`src/rtl/dvc_pkg.sv`:
```
package dvc_pkg;

    typedef enum logic [1:0] {
        ST_IDLE = 2'd0,
        ST_SWAP = 2'd1,
        ST_FILL = 2'd2
    } dvc_state_e;

endpackage

```
`src/rtl/dvc_dm_array.sv`:
```
module dvc_dm_array #(
    parameter int ADDR_W = 16,
    parameter int LINE_W = 32,
    parameter int LINES  = 8
) (
    input  logic              clk,
    input  logic              rst_n,
    input  logic [ADDR_W-1:0] rd_addr,
    input  logic              wr_en,
    input  logic [ADDR_W-1:0] wr_addr,
    input  logic [LINE_W-1:0] wr_line,
    output logic              rd_hit,
    output logic              old_valid,
    output logic [ADDR_W-1:0] old_addr,
    output logic [LINE_W-1:0] old_line
);
    localparam int IDX_W = $clog2(LINES);
    localparam int TAG_W = ADDR_W - IDX_W;

    typedef struct packed {
        logic [LINES-1:0]             valid;
        logic [LINES-1:0][TAG_W-1:0]  tag;
        logic [LINES-1:0][LINE_W-1:0] data;
    } dm_state_t;

    dm_state_t        st_q, st_d;
    logic [IDX_W-1:0] rd_idx, wr_idx;

    assign rd_idx = rd_addr[IDX_W-1:0];
    assign wr_idx = wr_addr[IDX_W-1:0];

    // probe: the line sitting at the request's index
    always_comb begin
        old_valid = st_q.valid[rd_idx];
        old_addr  = {st_q.tag[rd_idx], rd_idx};
        old_line  = st_q.data[rd_idx];
        rd_hit    = old_valid && (st_q.tag[rd_idx] == rd_addr[ADDR_W-1:IDX_W]);
    end

    always_comb begin
        st_d = st_q;
        if (wr_en) begin
            st_d.valid[wr_idx] = 1'b1;
            st_d.tag[wr_idx]   = wr_addr[ADDR_W-1:IDX_W];
            st_d.data[wr_idx]  = wr_line;
        end
    end

    always_ff @(posedge clk) begin
        if (!rst_n) st_q <= '0;
        else        st_q <= st_d;
    end

endmodule

```
`src/rtl/dvc_victim_buf.sv`:
```
module dvc_victim_buf #(
    parameter int ADDR_W  = 16,
    parameter int LINE_W  = 32,
    parameter int ENTRIES = 4
) (
    input  logic                       clk,
    input  logic                       rst_n,
    input  logic [ADDR_W-1:0]          probe_addr,
    input  logic                       rm_en,
    input  logic [$clog2(ENTRIES)-1:0] rm_idx,
    input  logic                       ins_en,
    input  logic [ADDR_W-1:0]          ins_addr,
    input  logic [LINE_W-1:0]          ins_line,
    output logic                       hit,
    output logic [$clog2(ENTRIES)-1:0] hit_idx,
    output logic [LINE_W-1:0]          hit_line
);
    localparam int PTR_W = $clog2(ENTRIES);

    typedef struct packed {
        logic              valid;
        logic [ADDR_W-1:0] addr;
        logic [LINE_W-1:0] line;
    } vb_entry_t;

    localparam int ENT_W = $bits(vb_entry_t);

    // slot 0 is the most recent, slot ENTRIES-1 the least recent
    typedef struct packed {
        vb_entry_t [ENTRIES-1:0] ent;
    } vb_state_t;

    vb_state_t            st_q, st_d;
    logic [ENTRIES-1:0]   hit_vec;

    for (genvar g = 0; g < ENTRIES; g++) begin : g_cmp
        assign hit_vec[g] = st_q.ent[g].valid && (st_q.ent[g].addr == probe_addr);
    end

    always_comb begin
        hit      = |hit_vec;
        hit_idx  = '0;
        hit_line = '0;
        for (int i = 0; i < ENTRIES; i++) begin
            if (hit_vec[i]) begin
                hit_idx  = PTR_W'(i);
                hit_line = st_q.ent[i].line;
            end
        end
    end

    // remove one slot (closing the gap), then optionally push at the front
    always_comb begin
        vb_entry_t [ENTRIES-1:0] closed;
        vb_entry_t [ENTRIES-1:0] pulled;
        vb_entry_t [ENTRIES-1:0] pushed;
        vb_entry_t               fresh;

        pulled = st_q.ent >> ENT_W;
        for (int i = 0; i < ENTRIES; i++) begin
            if (rm_en && (i >= int'(rm_idx))) closed[i] = pulled[i];
            else                              closed[i] = st_q.ent[i];
        end

        fresh.valid = 1'b1;
        fresh.addr  = ins_addr;
        fresh.line  = ins_line;
        pushed      = closed << ENT_W;
        pushed[0]   = fresh;

        st_d.ent = ins_en ? pushed : closed;
    end

    always_ff @(posedge clk) begin
        if (!rst_n) st_q <= '0;
        else        st_q <= st_d;
    end

    // fully associative, a block address sits in at most one slot
    assert_single_match_R8: assert property (@(posedge clk) disable iff (!rst_n)
        $onehot0(hit_vec));

    // valid entries stay packed toward the recent end
    for (genvar g = 0; g < ENTRIES - 1; g++) begin : g_packed
        assert_packed_order_R9: assert property (@(posedge clk) disable iff (!rst_n)
            !st_q.ent[g].valid |-> !st_q.ent[g+1].valid);
    end

endmodule

```
`src/rtl/dvc_ctrl.sv`:
```
module dvc_ctrl
    import dvc_pkg::*;
#(
    parameter int ADDR_W  = 16,
    parameter int LINE_W  = 32,
    parameter int PTR_W   = 2
) (
    input  logic              clk,
    input  logic              rst_n,
    input  logic              req_valid,
    input  logic [ADDR_W-1:0] req_addr,
    output logic              req_ready,
    output logic              resp_valid,
    output logic              resp_hit,
    output logic [LINE_W-1:0] resp_data,
    output logic              mem_req_valid,
    output logic [ADDR_W-1:0] mem_req_addr,
    input  logic              mem_resp_valid,
    input  logic [LINE_W-1:0] mem_resp_data,
    output logic [ADDR_W-1:0] probe_addr,
    input  logic              dm_hit,
    input  logic              dm_old_valid,
    input  logic [ADDR_W-1:0] dm_old_addr,
    input  logic [LINE_W-1:0] dm_old_line,
    input  logic              vb_hit,
    input  logic [PTR_W-1:0]  vb_hit_idx,
    input  logic [LINE_W-1:0] vb_hit_line,
    output logic              dm_we,
    output logic [ADDR_W-1:0] dm_waddr,
    output logic [LINE_W-1:0] dm_wline,
    output logic              vb_rm_en,
    output logic [PTR_W-1:0]  vb_rm_idx,
    output logic              vb_ins_en,
    output logic [ADDR_W-1:0] vb_ins_addr,
    output logic [LINE_W-1:0] vb_ins_line
);
    typedef struct packed {
        dvc_state_e        state;
        logic [ADDR_W-1:0] addr;
        logic [LINE_W-1:0] line;
    } ctrl_state_t;

    ctrl_state_t st_q, st_d;
    logic        accept;

    assign accept = (st_q.state == ST_IDLE) && req_valid;

    always_comb begin
        st_d          = st_q;
        req_ready     = 1'b0;
        resp_valid    = 1'b0;
        resp_hit      = 1'b0;
        resp_data     = '0;
        mem_req_valid = 1'b0;
        mem_req_addr  = st_q.addr;
        probe_addr    = (st_q.state == ST_IDLE) ? req_addr : st_q.addr;
        dm_we         = 1'b0;
        dm_waddr      = probe_addr;
        dm_wline      = '0;
        vb_rm_en      = 1'b0;
        vb_rm_idx     = vb_hit_idx;
        vb_ins_en     = 1'b0;
        vb_ins_addr   = dm_old_addr;
        vb_ins_line   = dm_old_line;

        unique case (st_q.state)
            ST_IDLE: begin
                req_ready = 1'b1;
                if (accept) begin
                    if (dm_hit) begin
                        resp_valid = 1'b1;
                        resp_hit   = 1'b1;
                        resp_data  = dm_old_line;
                    end else if (vb_hit) begin
                        // swap: requested line into the array, displaced line to the buffer
                        dm_we      = 1'b1;
                        dm_wline   = vb_hit_line;
                        vb_rm_en   = 1'b1;
                        vb_ins_en  = dm_old_valid;
                        st_d.line  = vb_hit_line;
                        st_d.state = ST_SWAP;
                    end else begin
                        st_d.addr  = req_addr;
                        st_d.state = ST_FILL;
                    end
                end
            end
            ST_SWAP: begin
                resp_valid = 1'b1;
                resp_hit   = 1'b1;
                resp_data  = st_q.line;
                st_d.state = ST_IDLE;
            end
            ST_FILL: begin
                mem_req_valid = 1'b1;
                if (mem_resp_valid) begin
                    resp_valid = 1'b1;
                    resp_data  = mem_resp_data;
                    dm_we      = 1'b1;
                    dm_wline   = mem_resp_data;
                    vb_ins_en  = dm_old_valid;
                    st_d.state = ST_IDLE;
                end
            end
            default: st_d.state = ST_IDLE;
        endcase
    end

    always_ff @(posedge clk) begin
        if (!rst_n) st_q <= '0;
        else        st_q <= st_d;
    end

    assert_dm_hit_no_mem_R3: assert property (@(posedge clk) disable iff (!rst_n)
        accept && dm_hit |=> req_ready && !mem_req_valid);

    assert_victim_next_cycle_R4: assert property (@(posedge clk) disable iff (!rst_n)
        accept && !dm_hit && vb_hit |=> resp_valid && resp_hit && !mem_req_valid);

    assert_fill_hold_R5: assert property (@(posedge clk) disable iff (!rst_n)
        mem_req_valid && !mem_resp_valid |=> mem_req_valid && $stable(mem_req_addr));

    assert_miss_from_memory_R5: assert property (@(posedge clk) disable iff (!rst_n)
        resp_valid && !resp_hit |-> mem_resp_valid && mem_req_valid);

    assert_busy_not_ready_R10: assert property (@(posedge clk) disable iff (!rst_n)
        accept && !dm_hit |=> !req_ready);

endmodule

```
`src/rtl/dm_victim_cache.sv`:
```
module dm_victim_cache #(
    parameter int ADDR_W     = 16,
    parameter int LINE_W     = 32,
    parameter int DM_LINES   = 8,
    parameter int VB_ENTRIES = 4
) (
    input  logic              clk,
    input  logic              rst_n,
    input  logic              req_valid,
    input  logic [ADDR_W-1:0] req_addr,
    output logic              req_ready,
    output logic              resp_valid,
    output logic              resp_hit,
    output logic [LINE_W-1:0] resp_data,
    output logic              mem_req_valid,
    output logic [ADDR_W-1:0] mem_req_addr,
    input  logic              mem_resp_valid,
    input  logic [LINE_W-1:0] mem_resp_data
);
    localparam int PTR_W = $clog2(VB_ENTRIES);

    logic [ADDR_W-1:0] probe_addr;
    logic              dm_hit, dm_old_valid, dm_we;
    logic [ADDR_W-1:0] dm_old_addr, dm_waddr;
    logic [LINE_W-1:0] dm_old_line, dm_wline;
    logic              vb_hit, vb_rm_en, vb_ins_en;
    logic [PTR_W-1:0]  vb_hit_idx, vb_rm_idx;
    logic [LINE_W-1:0] vb_hit_line, vb_ins_line;
    logic [ADDR_W-1:0] vb_ins_addr;

    dvc_dm_array #(
        .ADDR_W (ADDR_W),
        .LINE_W (LINE_W),
        .LINES  (DM_LINES)
    ) u_array (
        .clk       (clk),
        .rst_n     (rst_n),
        .rd_addr   (probe_addr),
        .wr_en     (dm_we),
        .wr_addr   (dm_waddr),
        .wr_line   (dm_wline),
        .rd_hit    (dm_hit),
        .old_valid (dm_old_valid),
        .old_addr  (dm_old_addr),
        .old_line  (dm_old_line)
    );

    dvc_victim_buf #(
        .ADDR_W  (ADDR_W),
        .LINE_W  (LINE_W),
        .ENTRIES (VB_ENTRIES)
    ) u_victim (
        .clk        (clk),
        .rst_n      (rst_n),
        .probe_addr (probe_addr),
        .rm_en      (vb_rm_en),
        .rm_idx     (vb_rm_idx),
        .ins_en     (vb_ins_en),
        .ins_addr   (vb_ins_addr),
        .ins_line   (vb_ins_line),
        .hit        (vb_hit),
        .hit_idx    (vb_hit_idx),
        .hit_line   (vb_hit_line)
    );

    dvc_ctrl #(
        .ADDR_W (ADDR_W),
        .LINE_W (LINE_W),
        .PTR_W  (PTR_W)
    ) u_ctrl (
        .clk            (clk),
        .rst_n          (rst_n),
        .req_valid      (req_valid),
        .req_addr       (req_addr),
        .req_ready      (req_ready),
        .resp_valid     (resp_valid),
        .resp_hit       (resp_hit),
        .resp_data      (resp_data),
        .mem_req_valid  (mem_req_valid),
        .mem_req_addr   (mem_req_addr),
        .mem_resp_valid (mem_resp_valid),
        .mem_resp_data  (mem_resp_data),
        .probe_addr     (probe_addr),
        .dm_hit         (dm_hit),
        .dm_old_valid   (dm_old_valid),
        .dm_old_addr    (dm_old_addr),
        .dm_old_line    (dm_old_line),
        .vb_hit         (vb_hit),
        .vb_hit_idx     (vb_hit_idx),
        .vb_hit_line    (vb_hit_line),
        .dm_we          (dm_we),
        .dm_waddr       (dm_waddr),
        .dm_wline       (dm_wline),
        .vb_rm_en       (vb_rm_en),
        .vb_rm_idx      (vb_rm_idx),
        .vb_ins_en      (vb_ins_en),
        .vb_ins_addr    (vb_ins_addr),
        .vb_ins_line    (vb_ins_line)
    );

    // a block lives in the array or in the victim buffer, never both
    assert_exclusive_R7: assert property (@(posedge clk) disable iff (!rst_n)
        !(dm_hit && vb_hit));

    // a memory response with no pending fill yields nothing
    assert_stray_ignored_R11: assert property (@(posedge clk) disable iff (!rst_n)
        mem_resp_valid && !mem_req_valid |-> !resp_valid || resp_hit);

endmodule

```
`config.mk`:
```
export PLATFORM = sky130hd
export DESIGN_NAME = dm_victim_cache
export DESIGN_NICKNAME = d
export VERILOG_FILES = /design/src/rtl/dvc_pkg.sv /design/src/rtl/dvc_dm_array.sv /design/src/rtl/dvc_victim_buf.sv /design/src/rtl/dvc_ctrl.sv /design/src/rtl/dm_victim_cache.sv
export SDC_FILE = /design/constraint.sdc
export NUM_CORES = 2
export LEC_CHECK = 0
export BUFFER_PORTS_ARGS = -buffer_cell sky130_fd_sc_hd__buf_2
export CAP_MARGIN = 20
export CORE_MARGIN = 2
export CORE_UTILIZATION = 45
export CTS_CLUSTER_SIZE = 10
export DETAILED_ROUTE_END_ITERATION = 10
export PLACE_DENSITY = 0.73
export SLEW_MARGIN = 20
export SYNTH_ARGS = -nofsm -noshare
export SYNTH_HDL_FRONTEND = slang
export SYNTH_SLANG_ARGS = --single-unit
```
`constraint.sdc`:
```
create_clock -name clk -period 4.3 [get_ports clk]
set_clock_uncertainty 0.1 [all_clocks]
set_input_delay 0 -clock clk [delete_from_list [all_inputs] [get_ports clk]]
set_output_delay 0 -clock clk [all_outputs]
set_load 0.03 [all_outputs]
```
==> flow_metrics.env <==
export IMPL_status="complete, but fails checks"
export IMPL_violations="negative setup slack"
export IMPL_synth_top_cell_area_share=0.449
export IMPL_critPathCaptureType="primary output"
export IMPL_crit_type="flip-flop to primary output"
export IMPL_grt_max_degree=116
export IMPL_required_ps=4200
export IMPL_fin_crit_sh=1.06
export IMPL_synth_area_leaders="dfxtp_1 (45%), mux2i_1 (7.5%), a211oi_1 (3.9%)"
export IMPL_antenna_left=0
export IMPL_drive_above_1_share=0.219
export IMPL_antenna_found_initial=1
export IMPL_synth_flop_cell="dfxtp_1"
export IMPL_drt_iter0_drc=3336
export IMPL_syn_nets=2949
export IMPL_yosys_register_bits=614
export IMPL_seqCellArea_um2=12300
export IMPL_synth_distinct_cells=89
export IMPL_rsz0062_at_grt="yes"
export IMPL_htree_levels=3
export IMPL_start_util=0.454
export IMPL_fillers=4689
export IMPL_max_slew_margin=0.186
export IMPL_place_congestion=0.956
export IMPL_synthArstFlopShare=0
export IMPL_portBuffers=103
export IMPL_finalWorstPathRequiredPeriod_ps=4540
export IMPL_p_leak_nw=13.7
export IMPL_slew_violations=0
export IMPL_vias=25900
export IMPL_max_freq_mhz=220
export IMPL_arrival_ps=4440
export IMPL_drc_errors=0
export IMPL_clk_pin_slew_ps=60
export IMPL_worstSkewPairLatency_ps=640
export IMPL_fin_nets=3166
export IMPL_vias_per_cell=6.63
export IMPL_cts_root_buf="clkbuf_16"
export IMPL_die_height_um=251
export IMPL_die_w_um=251
export IMPL_yosysWarnings=0
export IMPL_multiInputGateArea_um2=14500
export IMPL_met3_usage=0.0520
export IMPL_grt_use_met2=0.459
export IMPL_finalSetupViolCount=34
export IMPL_grt_ovfl_total=0
export IMPL_grt_busiest_layer="met2"
export IMPL_finalHoldViolCount=0
export IMPL_antenna_cells=0
export IMPL_clock_path_buffers=3
export IMPL_grt_pass1_vias=24900
export IMPL_critical_path_peak_fanout=7
export IMPL_place_hpwl_um=60100
export IMPL_synth_area_um2=27400
export IMPL_use_met1=0.395
export IMPL_yosysSeqAreaShare=0.449
export IMPL_dp_cells=3720
export IMPL_layout_setup_ws_ps=-244
export IMPL_syn_to_final_growth_pct=26.5
export IMPL_tightest_slew_ps=1220
export IMPL_grt_use_total=0.294
export IMPL_cts_tree="yes"
export IMPL_wl_per_cell_um=25.0
export IMPL_row_count=90
export IMPL_dieArea_um2=62800
export IMPL_clock_sinks=614
export IMPL_numCtsBuffers=71
export IMPL_final_core_util=0.575
export IMPL_yosys_area_top_type="dfxtp_1"
export IMPL_grt_first_pass_wirelength_um=146000
export IMPL_routed_wl_um=97500
export IMPL_fin_cells=3906
export IMPL_post_synth_inst_count=2897
export IMPL_core_area_um2=60200
export IMPL_cp_start_kind="flip-flop"
export IMPL_powerDensity_nw_per_um2=363
export IMPL_avgSynthCellArea_um2=9.45
export IMPL_synth_edff_count=0
export IMPL_ios=104
export IMPL_hp_class="primary input to flip-flop"
export IMPL_dr_pass1_iters=6
export IMPL_ir_worst_vdd_v=0.000274
export IMPL_cap_violations=0
## registers in the layout (all words and copies together) (netlist names)
register / count
u_array.st_q: 368
u_victim.st_q: 196
u_ctrl.st_q: 34
u_ctrl.mem_req_addr: 16
## Yosys cell counts, types with 10 or more instances
library cell / count
or4_1: 10
buf_2: 97
dfxtp_1: 614
nor2b_1: 12
a22oi_1: 119
nand4_1: 58
a211oi_1: 143
inv_1: 64
buf_6: 13
clkbuf_1: 141
a221o_1: 30
o32ai_1: 19
and2_1: 12
nor2_1: 179
a22o_1: 74
a21o_1: 24
a21oi_1: 208
nand3_1: 18
a21boi_2: 26
mux2i_1: 206
nand2_1: 99
o21ai_0: 203
xnor2_1: 59
and3_1: 38
buf_4: 39
o22ai_1: 105
xor2_1: 22
a221oi_1: 12
o2bb2ai_1: 118
## cell families after synthesis
family / after synthesis / share of synthesized area
compound gates: 1148 / 0.295
xor+xnor: 81 / 0.0259
buf+inv: 366 / 0.0646
flops: 614 / 0.449
mux: 212 / 0.0789
simple gates: 476 / 0.0862
## per-layer routing
| metal | vias to the layer above | part of all wire |
|---|---|---|
| met5 | - | 0 |
| met4 | 0 | 0.042 |
| met3 | 308 | 0.11 |
| met2 | 1741 | 0.45 |
| met1 | 12600 | 0.40 |
| li1 | 11300 | - |
## cell usage in the layout (no fill, tap or decap), drive strengths merged, types with 6 or more instances in the layout
cell,n
clkbuf,83
xnor2,59
mux2i,211
and3,38
nand2,103
o31ai,8
a221oi,12
dfxtp,614
and2,13
xor2,22
o41ai,6
nor4,9
o21ai,206
a22oi,119
nor2,181
a22o,74
o22ai,105
a21boi,29
a21oi,217
nand3,18
nand4,61
a21o,25
o2bb2ai,118
clkinv,6
nor2b,12
inv,67
dlygate4sd3,50
nor3,8
buf,385
a221o,30
a211oi,145
or4,12
o32ai,23
## metrics by stage
stage / cell area [µm²] / setup WS [ps] / power [mW] / hold WS (ps) / setup TNS (ps)
after floorplan: 27400 / 276 / 6.58 / 47.2 / 0
after global placement: 30000 / 8.67 / 7.02 / 177 / 0
after detailed placement: 30000 / -91.3 / 7.04 / 206 / -4200
after CTS: 33600 / -159 / 12.5 / 115 / -3270
after global routing: 34600 / -301 / 12.9 / 165 / -9530
final: 34600 / -244 / 12.6 / 142 / -4760
## report_power, final
part	total [mW]	internal, mW	switching [mW]
clock	5.40	3.03	2.37
combinational	1.36	0.530	0.833
sequential	5.81	5.76	0.0543
total	12.6	9.32	3.26
## final cells by class
cell class | count | area share
Multi-Input combinational cell | 1917 | 0.418
Tap cell | 782 | 0.0283
Timing Repair Buffer | 443 | 0.134
Clock buffer | 77 | 0.0529
Inverter | 67 | 0.00762
Clock inverter | 6 | 0.00412
Sequential cell | 614 | 0.355
## critical path: stages, from the launching register on
cell and delay [ps]:
dfxtp_4 370, buf_6 130, o21a_4 220, o211ai_4 320, buf_4 180, a211oi_2 40
or4_4 530, xor2_1 180, or4_4 450, or3_4 360, buf_12 140, nor2_4 140
buf_12 180, buf_12 150, a21o_1 250, buf_6 170
## what timing repair did
| action | 4_1_cts | 5_1_grt |
|---|---|---|
| gates resized for setup | 175 | 143 |
| hold endpoints to repair | 360 | 0 |
| hold buffers | 50 | 0 |
| cloned | 7 | 7 |
| setup buffers | 26 | 16 |
| endpoints found under the setup margin | 208 | 567 |
| pin swaps | 41 | 34 |
## final timing paths
path | from | to | slack, ps | cells after the start
setup reg to reg | u_ctrl.st_q[48]$_SDFFE_PN0P_ | u_array.st_q[49]$_SDFFE_PN0P_ | -10 | 14
hold / removal | req_valid | u_ctrl.mem_req_addr[15]$_SDFFE_PN0P_ | 140 | 6
setup / recovery | u_ctrl.st_q[48]$_SDFFE_PN0P_ | resp_data[12] | -240 | 15
hold reg to reg | u_ctrl.st_q[22]$_SDFFE_PN0P_ | u_ctrl.st_q[22]$_SDFFE_PN0P_ | 360 | 2
(Power assumes the default switching activity.)
